File: src/rtl/spi_rom_pkg.sv
package spi_rom_pkg;

    localparam int WORD_W     = 16;
    localparam int OP_W       = 8;
    localparam int ADDR_W     = 8;
    localparam int STAT_BITS  = 8;
    localparam int IDX_W      = ADDR_W - 1;

    localparam logic [OP_W-1:0] OPC_READ = 8'h03;
    localparam logic [OP_W-1:0] OPC_STAT = 8'h05;

    typedef enum logic [1:0] {
        PH_OP   = 2'd0,
        PH_ADDR = 2'd1,
        PH_DATA = 2'd2,
        PH_STAT = 2'd3
    } phase_t;

    // Preset content of the leading words (station address).
    function automatic logic [WORD_W-1:0] seed_word(input int idx);
        case (idx)
            0:       return 16'hA4A4;
            1:       return 16'hB6B6;
            2:       return 16'hC8C8;
            default: return '0;
        endcase
    endfunction

    // Full content, with the final word computed so the whole store sums to csum.
    function automatic logic [WORD_W-1:0] fill_word(input int idx,
                                                    input logic [WORD_W-1:0] csum,
                                                    input int words);
        logic [WORD_W-1:0] acc;
        if (idx != words - 1) return seed_word(idx);
        acc = '0;
        for (int k = 0; k < words - 1; k++) acc = acc + seed_word(k);
        return csum - acc;
    endfunction

endpackage

File: src/rtl/spi_rise_detect.sv
module spi_rise_detect (
    input  logic clk,
    input  logic rst,
    input  logic sig_in,
    output logic rise
);
    logic sig_q;

    always_ff @(posedge clk) begin
        if (rst) sig_q <= 1'b0;
        else     sig_q <= sig_in;
    end

    assign rise = sig_in & ~sig_q;
endmodule

File: src/rtl/spi_word_store.sv
module spi_word_store
    import spi_rom_pkg::*;
#(
    parameter int                N_WORDS   = 64,
    parameter logic [WORD_W-1:0] SIGNATURE = 16'hBABA
) (
    input  logic [IDX_W-1:0]  idx,
    output logic [WORD_W-1:0] word,
    output logic              oob
);
    localparam int SEL_W = $clog2(N_WORDS);

    logic [WORD_W-1:0] rom [N_WORDS];

    for (genvar g = 0; g < N_WORDS; g++) begin : g_rom
        assign rom[g] = fill_word(g, SIGNATURE, N_WORDS);
    end

    always_comb begin
        oob  = (int'(idx) >= N_WORDS);
        word = oob ? '0 : rom[idx[SEL_W-1:0]];
    end
endmodule

File: src/rtl/spi_cmd_seq.sv
module spi_cmd_seq
    import spi_rom_pkg::*;
(
    input  logic              clk,
    input  logic              rst,
    input  logic              rise,
    input  logic              sdi,
    input  logic [WORD_W-1:0] word_in,
    input  logic              oob_in,
    output logic [IDX_W-1:0]  look_idx,
    output logic              sdo,
    output logic              err,
    output phase_t            phase
);
    localparam int CNT_W = $clog2(WORD_W);
    localparam logic [CNT_W-1:0] OP_LAST   = CNT_W'(OP_W - 1);
    localparam logic [CNT_W-1:0] ADDR_LAST = CNT_W'(ADDR_W - 1);
    localparam logic [CNT_W-1:0] DATA_LAST = CNT_W'(WORD_W - 1);
    localparam logic [CNT_W-1:0] STAT_LAST = CNT_W'(STAT_BITS - 1);

    phase_t            phase_q;
    logic [CNT_W-1:0]  cnt_q;
    logic [OP_W-1:0]   op_q, op_nx;
    logic [ADDR_W-1:0] addr_q, addr_nx;
    logic [WORD_W-1:0] shreg_q;

    always_comb begin
        op_nx   = {op_q[OP_W-2:0], sdi};
        addr_nx = {addr_q[ADDR_W-2:0], sdi};
    end

    assign look_idx = addr_nx[ADDR_W-1:1];
    assign phase    = phase_q;

    always_ff @(posedge clk) begin
        if (rst) begin
            phase_q <= PH_OP;
            cnt_q   <= '0;
            op_q    <= '0;
            addr_q  <= '0;
            shreg_q <= '0;
            sdo     <= 1'b0;
            err     <= 1'b0;
        end else if (rise) begin
            case (phase_q)
                PH_OP: begin
                    if (cnt_q == OP_LAST) begin
                        cnt_q <= '0;
                        op_q  <= '0;
                        if (op_nx == OPC_READ)      phase_q <= PH_ADDR;
                        else if (op_nx == OPC_STAT) phase_q <= PH_STAT;
                        else                        err     <= 1'b1;
                    end else begin
                        op_q  <= op_nx;
                        cnt_q <= cnt_q + 1'b1;
                    end
                end
                PH_ADDR: begin
                    if (cnt_q == ADDR_LAST) begin
                        cnt_q   <= '0;
                        addr_q  <= '0;
                        shreg_q <= oob_in ? '0 : word_in;
                        if (oob_in) err <= 1'b1;
                        phase_q <= PH_DATA;
                    end else begin
                        addr_q <= addr_nx;
                        cnt_q  <= cnt_q + 1'b1;
                    end
                end
                PH_DATA: begin
                    sdo     <= shreg_q[WORD_W-1];
                    shreg_q <= {shreg_q[WORD_W-2:0], 1'b0};
                    if (cnt_q == DATA_LAST) begin
                        cnt_q   <= '0;
                        phase_q <= PH_OP;
                    end else begin
                        cnt_q <= cnt_q + 1'b1;
                    end
                end
                PH_STAT: begin
                    sdo <= 1'b0;
                    if (cnt_q == STAT_LAST) begin
                        cnt_q   <= '0;
                        phase_q <= PH_OP;
                    end else begin
                        cnt_q <= cnt_q + 1'b1;
                    end
                end
                default: phase_q <= PH_OP;
            endcase
        end
    end
endmodule

File: src/rtl/spi_rom_responder.sv
module spi_rom_responder
    import spi_rom_pkg::*;
#(
    parameter int                N_WORDS   = 64,
    parameter logic [WORD_W-1:0] SIGNATURE = 16'hBABA
) (
    input  logic clk,
    input  logic rst,
    input  logic sck_in,
    input  logic sdi_in,
    output logic sdo_out,
    output logic err_out
);
    logic              sck_rise;
    logic [IDX_W-1:0]  look_idx;
    logic [WORD_W-1:0] look_word;
    logic              look_oob;
    phase_t            seq_phase;

    spi_rise_detect u_edge (
        .clk    (clk),
        .rst    (rst),
        .sig_in (sck_in),
        .rise   (sck_rise)
    );

    spi_word_store #(
        .N_WORDS   (N_WORDS),
        .SIGNATURE (SIGNATURE)
    ) u_store (
        .idx  (look_idx),
        .word (look_word),
        .oob  (look_oob)
    );

    spi_cmd_seq u_seq (
        .clk      (clk),
        .rst      (rst),
        .rise     (sck_rise),
        .sdi      (sdi_in),
        .word_in  (look_word),
        .oob_in   (look_oob),
        .look_idx (look_idx),
        .sdo      (sdo_out),
        .err      (err_out),
        .phase    (seq_phase)
    );
endmodule

File: config.mk
export PLATFORM = sky130hd
export DESIGN_NAME = spi_rom_responder
export DESIGN_NICKNAME = d
export VERILOG_FILES = /design/src/rtl/spi_rom_pkg.sv /design/src/rtl/spi_rise_detect.sv /design/src/rtl/spi_word_store.sv /design/src/rtl/spi_cmd_seq.sv /design/src/rtl/spi_rom_responder.sv
export SDC_FILE = /design/constraint.sdc
export NUM_CORES = 1
export LEC_CHECK = 0
export ABC_AREA = 1
export BUFFER_PORTS_ARGS = -buffer_cell sky130_fd_sc_hd__buf_2
export CAP_MARGIN = 20
export CORE_MARGIN = 8
export CORE_UTILIZATION = 60
export CTS_BUF_LIST = sky130_fd_sc_hd__clkbuf_16
export CTS_CLUSTER_DIAMETER = 200
export DETAILED_ROUTE_END_ITERATION = 6
export PLACE_DENSITY = 0.77
export SLEW_MARGIN = 20
export SYNTH_ARGS = -nofsm -noshare
export SYNTH_HDL_FRONTEND = slang
export SYNTH_SLANG_ARGS = --single-unit
File: constraint.sdc
create_clock -name clk -period 1.9 [get_ports clk]
set_clock_uncertainty 0.1 [all_clocks]
set_input_delay 0.285 -clock clk [delete_from_list [all_inputs] [get_ports clk]]
set_output_delay 0.285 -clock clk [all_outputs]
set_load 0.05 [all_outputs]
Word level (Yosys, flattened, before mapping)
Memory sizes are Yosys's and may differ from the RTL's.
Index checks and enable logic that the tools add are counted.
{ "word_totals": {"ff_bits": 39, "latchBits": 0, "ram_bits": 0, "romBits": 1024, "input_bits": 4, "output_inout_bits": 2, "word_cells": 65, "n_memories": 1} }
{ "mem_list": {"columns": ["memory", "words", "width", "rd", "rd_clocked_by_memory_dff", "wr", "line_no", "rtl"], "rows": [
  ["(name not given)", 64, 16, 1, 0, 0, "spi_word_store.sv:21", "word = oob ? '0 : rom[idx[SEL_W-1:0]];"]
]} }
{ "classes": {"n_addsub": 1, "n_mul": 0, "div_mod_pow": 0, "order_cmp": 2, "n_eq_ne": 15, "shifts": 0, "muxes": 24, "n_bitwise": 3, "reduce_logical": 11} }
{ "op_table": {"columns": ["op", "n"], "rows": [
  ["$mux 16", 4],
  ["$pmux 16 s2", 1],
  ["$ge 7x7->1 const B", 2],
  ["$mux 7", 2],
  ["$mux 2", 6],
  ["$ne 2x1->1 const B", 5],
  ["$eq 8x2->1 const B", 1],
  ["$eq 8x3->1 const B", 1],
  ["$mux 4", 2],
  ["$pmux 2 s4", 1],
  ["$pmux 4 s2", 1],
  ["$not 6->7", 1],
  ["$reduce_and 7->1", 1],
  ["$reduce_and 2->1", 3],
  ["$reduce_and 6->1", 1],
  ["$reduce_bool 2->1", 3],
  ["$mux 1", 5],
  ["$add 4x1->4 const B", 1],
  ["$eq 2x2->1 const B", 2],
  ["$eq 4x3->1 const B", 1],
  ["$eq 4x4->1 const B", 1],
  ["$ne 2x2->1 const B", 2],
  ["$pmux 1 s2", 2],
  ["$ne 3x1->1 const B", 1],
  ["other kinds (6)", 6]
]} }

Logic depth before layout (Yosys ltp)
Gate-level depths: netlist of run 1.
{ "logic_depth": {"word_depth": 7, "mapped_depth": 10, "depth_no_buf": 10} }

Cells and area by module
From an unflattened synthesis of run 1, not the netlist that was laid out.
{ "hier_totals": {"hier_cells": 292, "hier_area_um2": 1991.9} }
{ "modules_own_cells": {"columns": ["mod", "n_inst", "cells_per_inst", "area_each_um2", "seq_area_each_um2"], "rows": [
  ["spi_cmd_seq", 1, 244, 1744.2, 760.7],
  ["spi_word_store", 1, 44, 216.5, 0.0],
  ["spi_rise_detect", 1, 4, 31.3, 20.0]
]} }

Worst setup path after synthesis of run 1
OpenSTA, ideal clock, no wires.
{ "synth_path": {"kind": "flip-flop to flip-flop", "from": "reg u_seq.cnt_q[0]", "to": "reg u_seq.shreg_q[15]", "setup_ns": 0.109, "arrival_ns": 1.286, "t_required_ns": 1.691, "slack_ns": 0.405, "path_stages_with_launch": 10, "n_path_buf": 1, "synth_period_minus_slack_ns": 1.495, "path_cell_list": "dfxtp_1 > ha_1 > nand2_2 > o21ai_4 > nand2_4 > nor2_8 > buf_6 > nand3_1 > nand2_1 > inv_1"} }
{ "synth_between": {"elab_chain_cells": 3} }
{ "synth_rtl": {"columns": ["element", "line_no", "rtl"], "rows": [
  ["from (decl)", "spi_cmd_seq.sv:22", "logic [CNT_W-1:0] cnt_q;"],
  ["from (signal assigned)", "spi_cmd_seq.sv:55", "cnt_q <= cnt_q + 1'b1;"],
  ["from (signal assigned)", "spi_cmd_seq.sv:67", "cnt_q <= cnt_q + 1'b1;"],
  ["from (signal assigned)", "spi_cmd_seq.sv:77", "cnt_q <= cnt_q + 1'b1;"],
  ["$eq 4x3->1", "spi_cmd_seq.sv:59", "if (cnt_q == ADDR_LAST) begin"],
  ["$ne 2x1->1 (no line)", null, null],
  ["$reduce_and 3->1 (no line)", null, null],
  ["to (signal assigned)", "spi_cmd_seq.sv:62", "shreg_q <= oob_in ? '0 : word_in;"],
  ["to (signal assigned)", "spi_cmd_seq.sv:72", "shreg_q <= {shreg_q[WORD_W-2:0], 1'b0};"],
  ["to (decl)", "spi_cmd_seq.sv:25", "logic [WORD_W-1:0] shreg_q;"]
]} }
Every way passes these cells.
A chain may end at the register's enable or synchronous reset.

Worst setup path in the final report of run 1
{ "layout_path": {"from": "reg u_seq.cnt_q[0]", "to": "reg u_seq.phase_q[1], in the netlist u_seq.phase[1]"} }
{ "layout_between": {"elab_chain_cells": 3} }
{ "layout_rtl": {"columns": ["element", "line_no", "rtl"], "rows": [
  ["$eq 4x3->1 / $eq 4x4->1 (equally long branches)", null, null],
  ["$ne 2x1->1 (no line)", null, null],
  ["$reduce_and 6->1 (no line) (*)", null, null],
  ["to (signal assigned)", "spi_cmd_seq.sv:50", "if (op_nx == OPC_READ) phase_q <= PH_ADDR;"],
  ["to (signal assigned)", "spi_cmd_seq.sv:51", "else if (op_nx == OPC_STAT) phase_q <= PH_STAT;"],
  ["to (signal assigned)", "spi_cmd_seq.sv:84", "phase_q <= PH_OP;"],
  ["to (decl)", "spi_cmd_seq.sv:21", "phase_t phase_q;"]
]} }
Every way passes the cells marked *; elsewhere a longest branch is shown, timed or not.

==> metrics.txt, run 1 <==
status=completed; DR pass1 iterations=4; pre-CTS setup slack=0.276 ns; DRC=0; vias in the first global route=1351; Final period util=0.877; DR iter-0 viols=107; Pleak=0.830 nW; multi-input logic area=866 um2; worst skew pair latency=0.28 ns; most frequent cells in the layout=nand2_1, a21oi_1, dfxtp_1, nor2_1, inv_1; highest clock rate=600 MHz; hold-fix buffers at CTS=0; via count=1481; Ys Warns=0; Root Driver=clkbuf_16; die area=4890 um2; CTS max path bufs=2; Setup CP Type=register to register; CTS clk-pin slew, worst paths=0.06 ns; worst hold path type=input pin to register; average wire per standard cell=11.6 um; #FFs+latches synth=38; final setup margin=0.233 ns; Vias per Instance=5.25; Port Buffers=5; Die W=69.9 um; # Post-CTS Setup Buffers=0; Max Transition Viols Final=0; worst slew pin tran=0.368 ns; dpl hpwl=2.27 mm; grt ovf=0; R2R depth=8; Max Cap Viol=0; # fillers=243; Post-CTS Resized=0; Final ANT Viol Nets=0; Pwr Total=1.65 mW; syn avg cell area=7.18 um2; Area growth, synth to finish=9.97%; Final GP Congestion=0.821; clock sinks=38; Initial Utilization=0.632; share of cells above drive strength 1=0.127; Netlist cell types=27; nature of the critical path startpoint=register; Worst EP required=1.98 ns; critical path arrival=1.74 ns; sequential cell area=761 um2; Seq/Total Area, Yosys=0.436; GRT Total Usage=0.143; PwrDens=859 nW/um2; dpl cell area=1780 um2; crit path max fanout=3; hold path depth=3; H-tree depth=2; Mapped Area=1740 um2; final setup fails=0; Ant. Diodes=0; Design Area, Final=1920 um2; IO Pins=6; number of antenna violations at the first check in global routing=0; final hold vios=0; Peak VDD IR=891 uV; crit path capture type=register; Routed WL=3.27 mm; Core ar.=2760 um2; Synth Net Count=248; RSZ-0062 raised after global routing=false; first-pass GRT wire length=5.84 mm; Slew HR=0.754; TritonCTS clock tree=built; nets=255; num rows=19; height of the die=69.9 um; largest net degree at the start of global routing=24; most common cell after layout, fill and taps aside=nand2_1; Period minus WS final=1.67 ns; setup TNS=0 ns; CTS buffer count=5; Post-Synthesis Cells=243
==> synthesized netlist by cell type <==
| master | number | area (um2) |
|---|---|---|
| nor3_1 | 1 | 5.00 |
| o21ai_1 | 4 | 20.0 |
| buf_1 | 1 | 3.75 |
| ha_1 | 1 | 12.5 |
| o21ai_4 | 1 | 16.3 |
| dfxtp_1 | 38 | 761 |
| a21oi_1 | 39 | 195 |
| nand2_2 | 5 | 31.3 |
| buf_6 | 1 | 11.3 |
| nor2_8 | 1 | 20.0 |
| xnor2_1 | 1 | 8.76 |
| nand3_2 | 1 | 10.0 |
| nand2_1 | 65 | 244 |
| inv_1 | 18 | 67.6 |
| nor2_4 | 3 | 33.8 |
| clkbuf_1 | 2 | 7.51 |
| nor2_2 | 2 | 12.5 |
| nor2_1 | 23 | 86.3 |
| nand3_1 | 13 | 65.1 |
| o21ai_0 | 11 | 55.1 |
| inv_2 | 4 | 15.0 |
| nand4_1 | 2 | 12.5 |
| buf_2 | 1 | 5.00 |
| xor2_1 | 1 | 8.76 |
| buf_4 | 1 | 7.51 |
| or2_2 | 1 | 6.26 |
| nand2_4 | 2 | 22.5 |
==> path summary, 6_finish.rpt <==
check / start / endpoint / slack [ns]
hold / removal: sck_in / u_edge.sig_q / 0.15
setup reg to reg: u_seq.cnt_q[0] / u_seq.phase[1] / 0.23
hold reg to reg: u_seq.err / u_seq.err / 0.34
setup / recovery: u_seq.cnt_q[0] / u_seq.phase[1] / 0.23
==> power by group <==
part | switching (mW) | internal [mW]
sequential | 0.00702 | 0.805
clock | 0.304 | 0.474
combinational | 0.0386 | 0.0184
==> state kept, by name, indices dropped and copies added (netlist names) <==
name           cells
u_seq.sdo          1
u_seq.addr_q       7
u_edge.sig_q       1
u_seq.err          1
u_seq.op_q         7
u_seq.cnt_q        4
u_seq.shreg_q     15
u_seq.phase        2
==> metal layers <==
metal	share of wire	up-vias	GRT usage	routed length (um)
li1	-	798	-	-
met1	0.50	666	0.181	1650
met2	0.45	12	0.210	1480
met3	0.024	5	0.0480	79
met4	0.019	0	0.0737	63
met5	0	-	0	0
==> critical path, stage by stage (launching register included) <==
cell and delay (ns):
dfxtp_1 0.37, ha_1 0.22, nand2_2 0.10, o21ai_4 0.18, nand2_4 0.10, nor2_1 0.19, nand2_1 0.13, nor2_1 0.12
nor2_1 0.05
==> layout make-up <==
cell class                      instances  share of cell area
Clock buffer                            5              0.0652
Clock inverter                          3             0.00652
Inverter                               22              0.0431
Multi-Input combinational cell        177               0.451
Sequential cell                        38               0.397
Tap cell                               31              0.0202
Timing Repair Buffer                    6              0.0170
==> through the flow <==
step	util	instances	hold WS, ns
CTS	0.696	282	0.158
floorplan	-	243	0.254
global route	0.696	282	0.185
finish	0.696	282	0.151
detailed placement	0.646	274	0.338
global placement	0.646	274	0.337
==> cell families after synthesis <==
group | synth area share
buf+inv | 0.0674
compound gates | 0.164
simple gates | 0.315
xor+xnor | 0.0100
flops | 0.436
fa+ha+maj | 0.00717
(Power assumes the default switching activity.)
==> run 2: changes to the inputs <==
--- a/config.mk
+++ b/config.mk
@@ -13,8 +13,7 @@
 export CTS_BUF_LIST = sky130_fd_sc_hd__clkbuf_16
 export CTS_CLUSTER_DIAMETER = 200
 export DETAILED_ROUTE_END_ITERATION = 6
-export PLACE_DENSITY = 0.77
-export SLEW_MARGIN = 20
+export PLACE_DENSITY = 0.81
 export SYNTH_ARGS = -nofsm -noshare
 export SYNTH_HDL_FRONTEND = slang
 export SYNTH_SLANG_ARGS = --single-unit
==> run 2 against run 1 <==
Final cell count increased by 0.35%; utilization increased by 1.2 points; maximum frequency decreased by 1.9%; sequential share of layout area decreased by 0.69 points; register-to-register slack got worse by 0.03 ns; die area unchanged; first-iteration DRC count increased by 8.4%; largest cell class unchanged; largest power group is now clock; highest routed layer unchanged.
==> metrics.txt, run 2 (synthesis gave the netlist of run 1 again) <==
clock sinks=38; Pwr Total=1.78 mW; number of flip-flops in the largest register=15; Regs by FF count=u_seq.shreg_q (15), u_seq.addr_q (7), u_seq.op_q (7); switching pwr=344 uW; Design Area, Final=1950 um2; CTS max path bufs=2; DR iter-0 viols=116; num rows=19; IO Pins=6; CTS clk-pin slew, worst paths=0.05 ns; GRT Total Usage=0.146; Die W=69.9 um; CTS buffer count=5; Final period util=0.894; Peak VDD IR=1000 uV; Vias per Instance=5.34; Reg power frac=0.457; Root Driver=clkbuf_16; Slew HR=0.766; hold-fix buffers at CTS=0; P_int=1.43 mW; crit path capture type=register; worst skew pair latency=0.28 ns; share of cells above drive strength 1=0.131; crit path max fanout=16; Period minus WS final=1.70 ns; # Post-CTS Setup Buffers=0; Area growth, synth to finish=11.9%; nature of the critical path startpoint=register; Port Buffers=5; nets=256; Ant. Diodes=0; Largest Register=u_seq.shreg_q; dpl hpwl=2.25 mm; Final GP Congestion=0.802; DRC=0; Logic pwr share=0.034; die area=4890 um2; Setup CP Type=register to register; vias in the first global route=1409; grt ovf=0; DR pass1 iterations=4; Pleak=0.848 nW; Routed WL=3.34 mm; Clk pwr share=0.509; worst hold path type=input pin to register; number of antenna violations at the first check in global routing=0; height of the die=69.9 um; critical path arrival=1.80 ns; Sw Share=0.194; setup TNS=0 ns; Core ar.=2760 um2; most frequent cells in the layout=nand2_1, a21oi_1, dfxtp_1, nor2_1, inv_1; status=completed; average wire per standard cell=11.8 um; dpl cell area=1790 um2; final setup fails=0; highest clock rate=589 MHz; Max Transition Viols Final=0; Worst EP required=2.00 ns; final hold vios=0; largest net degree at the start of global routing=24; # fillers=229; first-pass GRT wire length=5.98 mm; TritonCTS clock tree=built; RSZ-0062 raised after global routing=false; H-tree depth=2; Initial Utilization=0.632; PwrDens=911 nW/um2; most common cell after layout, fill and taps aside=nand2_1; Final ANT Viol Nets=0; worst slew pin tran=0.350 ns; via count=1512; Max Cap Viol=0
## run 2: changes by cell type in the layout (fill, tap and decap cells not counted), sizes merged
| cell | delta |
|---|---|
| buf | +1 |
| bufinv | +1 |
| clkinv | -1 |
## run 2: power by group through the flow
| stage | Clock [mW] | Combinational [mW] | Sequential, mW |
|---|---|---|---|
| finish | 0.905 | 0.0597 | 0.814 |
| global route | 0.955 | 0.0671 | 0.814 |
| CTS | 0.921 | 0.0603 | 0.813 |
| detailed placement | 0 | 0.0598 | 0.830 |
| global placement | 0 | 0.0588 | 0.829 |
| floorplan | 0 | 0.0439 | 0.828 |
## run 2: layout make-up
class,instances,area [um2],area share
multi-input combinational,177,866,0.444
sequential,38,761,0.390
clock buffer,5,125,0.0641
inverter,22,83.8,0.0429
timing repair buffer,7,40.0,0.0205
tap,31,38.8,0.0199
clock inverter,3,37.5,0.0192
## run 2: path summary, 6_finish.rpt
check | start | endpoint | slack, ns | cells after the start
worst max register to register | u_seq.phase[0] | u_seq.shreg_q[14] | 0.20 | 8
worst min register to register | u_seq.shreg_q[1] | u_seq.shreg_q[1] | 0.37 | 2
worst max-delay path | u_seq.phase[0] | u_seq.shreg_q[14] | 0.20 | 8
worst min-delay path | sck_in | u_edge.sig_q | 0.17 | 3
## run 2: worst max-delay path, stage by stage (launching register included)
cell and delay (ns):
dfxtp_1 0.40, inv_2 0.07, nand2_4 0.10, clkinv_2 0.22
nor2_4 0.24, nor2_1 0.07, nand2_2 0.15, nor2_1 0.11
a21oi_1 0.16
## run 2: through the flow
step / instances / hold slack [ns] / worst slack [ns] / util
floorplan: 243 / 0.254 / 0.405 / -
global placement: 275 / 0.334 / 0.257 / 0.648
detailed placement: 275 / 0.357 / 0.254 / 0.648
CTS: 283 / 0.163 / 0.220 / 0.707
global route: 283 / 0.188 / 0.0492 / 0.708
finish: 283 / 0.167 / 0.201 / 0.708
## run 2: layer usage
layer	global-route usage	up-vias	routed length, um
met3	0.0438	6	147
met5	0	-	0
met4	0.0647	0	35
li1	-	802	-
met1	0.174	682	1550
met2	0.236	22	1610
## run 2: what timing repair did
action,CTS,global route
hold endpoints to repair,0,0
resized for setup,0,1
endpoints found under the setup margin,0,1
==> run 3: changes to the inputs <==
--- a/config.mk
+++ b/config.mk
@@ -9,11 +9,11 @@
 export BUFFER_PORTS_ARGS = -buffer_cell sky130_fd_sc_hd__buf_2
 export CAP_MARGIN = 20
 export CORE_MARGIN = 8
-export CORE_UTILIZATION = 60
+export CORE_UTILIZATION = 45
 export CTS_BUF_LIST = sky130_fd_sc_hd__clkbuf_16
 export CTS_CLUSTER_DIAMETER = 200
 export DETAILED_ROUTE_END_ITERATION = 6
-export PLACE_DENSITY = 0.81
+export PLACE_DENSITY = 0.58
 export SYNTH_ARGS = -nofsm -noshare
 export SYNTH_HDL_FRONTEND = slang
 export SYNTH_SLANG_ARGS = --single-unit
==> run 3 against run 2 <==
Sequential share of layout area about the same; setup slack gained 0.10 ns; critical path depth fell by 1; combinational power rose by 1%; power decreased by 7.4%; final area is essentially flat; sequential power hardly changed; clock power is 14% lower; first-iteration DRC count down 37%; utilization shrank 18 points; largest power group is now sequential cells; critical path type unchanged; via count fell by 3.0%.
==> metrics.txt, run 3 (synthesis gave the netlist of run 1 again) <==
DRC=0; Period minus WS final=1.59 ns; Slew HR=0.738; Top delay family on crit path=compound AO/OA/AOI/OAI gates; crit path max fanout=19; GR peak layer=met2; Regs by FF count=u_seq.shreg_q (15), u_seq.addr_q (7), u_seq.op_q (7); via count=1467; Pleak=0.834 nW; Setup CP Type=register to register; Core ar.=3690 um2; CP Cell Sequence=ha_1 > nand2_2 > o21ai_4 > nand2_4 > nor2_8 > o21ai_0 > a21oi_1; Final period util=0.839; pre-CTS setup slack=0.310 ns; Area growth, synth to finish=12.0%; DR iter-0 viols=73; clock sinks=38; worst hold path type=input pin to register; final setup fails=0; slowest cell on the critical path=dfxtp_1; worst slew pin tran=0.393 ns; RSZ-0062 raised after global routing=false; Final GP Congestion=0.775; number of antenna violations at the first check in global routing=0; # fillers=370; met1 Usage GRT=0.154; most frequent cells in the layout=nand2_1, a21oi_1, dfxtp_1, nor2_1, inv_1; IO Pins=6; met2 Use GR=0.190; met3 GRT Util=0.0410; critical path arrival=1.70 ns; GRT Total Usage=0.125; first-pass GRT wire length=6.15 mm; Largest Register=u_seq.shreg_q; fin cells=301; final hold vios=0; status=completed; PwrDens=844 nW/um2; DR pass1 iterations=4; # Post-CTS Setup Buffers=0; hold-fix buffers at CTS=0; CTS clk-pin slew, worst paths=0.06 ns; Die W=78.3 um; Final ANT Viol Nets=0; vias in the first global route=1328; Peak VDD IR=457 uV; highest clock rate=627 MHz; Vias per Instance=4.87; Max Cap Viol=0; Worst EP required=2.00 ns; Ant. Diodes=0; CTS buffer count=5; Port Buffers=5; CP max stage delay=0.36 ns; Post-CTS Resized=0; die area=6120 um2; TritonCTS clock tree=built; Max Transition Viols Final=0; final setup margin=0.306 ns; crit path capture type=register; dpl hpwl=2.38 mm; average wire per standard cell=11.6 um; placed insts=293; height of the die=78.3 um; Initial Utilization=0.473; share of cells above drive strength 1=0.130; most common cell after layout, fill and taps aside=nand2_1; largest net degree at the start of global routing=24; CP bufs+invs=0; worst skew pair latency=0.28 ns; CTS max path bufs=2; Routed WL=3.49 mm; grt ovf=0; H-tree depth=2; setup TNS=0 ns; num rows=22; Root Driver=clkbuf_16; number of flip-flops in the largest register=15; nets=257; nature of the critical path startpoint=register
[run 3: changes by cell type in the layout (fill, tap and decap cells not counted)]
cell       delta
clkinv_2      -1
inv_1         -2
clkinv_1      +3
bufinv_16     -1
inv_2         +1
buf_4         +1
[run 3: layout make-up]
cell class	count	area (um2)	share of cell area
multi-input combinational	177	866	0.443
timing repair buffer	8	47.5	0.0243
clock buffer	5	125	0.0641
clock inverter	3	11.3	0.00577
tap	48	60.1	0.0307
inverter	22	82.6	0.0423
sequential	38	761	0.389
[run 3: final timing paths]
path                  startpoint                 to  slack [ns]  depth (start not counted)
setup / recovery  u_seq.cnt_q[0]  u_seq.shreg_q[12]        0.31                          7
hold reg to reg        u_seq.err          u_seq.err        0.34                          2
hold / removal            sck_in       u_edge.sig_q        0.17                          3
setup reg to reg  u_seq.cnt_q[0]  u_seq.shreg_q[12]        0.31                          7
[run 3: where the power goes]
part / total (mW) / switching [mW] / internal, mW
sequential: 0.812 / 0.00712 / 0.805
clock: 0.775 / 0.303 / 0.472
combinational: 0.0604 / 0.0401 / 0.0202
total: 1.65 / 0.350 / 1.30
[run 3: tightest hold or removal path, delay by kind of cell]
family                 cells  cell delay, ns
buffers and inverters      2            0.13
AND/OR/NAND/NOR            1            0.09
[run 3: metal layers]
layer	up-vias	routed length, um	share of wire
li1	798	-	-
met2	11	1570	0.45
met5	-	0	0
met4	0	72	0.021
met1	653	1740	0.50
met3	5	106	0.030
[run 3: metrics by stage]
step                total power, mW   util  hold slack (ns)  cell area (um2)
floorplan                     0.872      -            0.254             1740
global placement              0.890  0.493            0.340             1820
detailed placement            0.889  0.493            0.337             1820
CTS                            1.68  0.530            0.162             1950
global route                   1.72  0.530            0.193             1950
finish                         1.65  0.530            0.167             1950
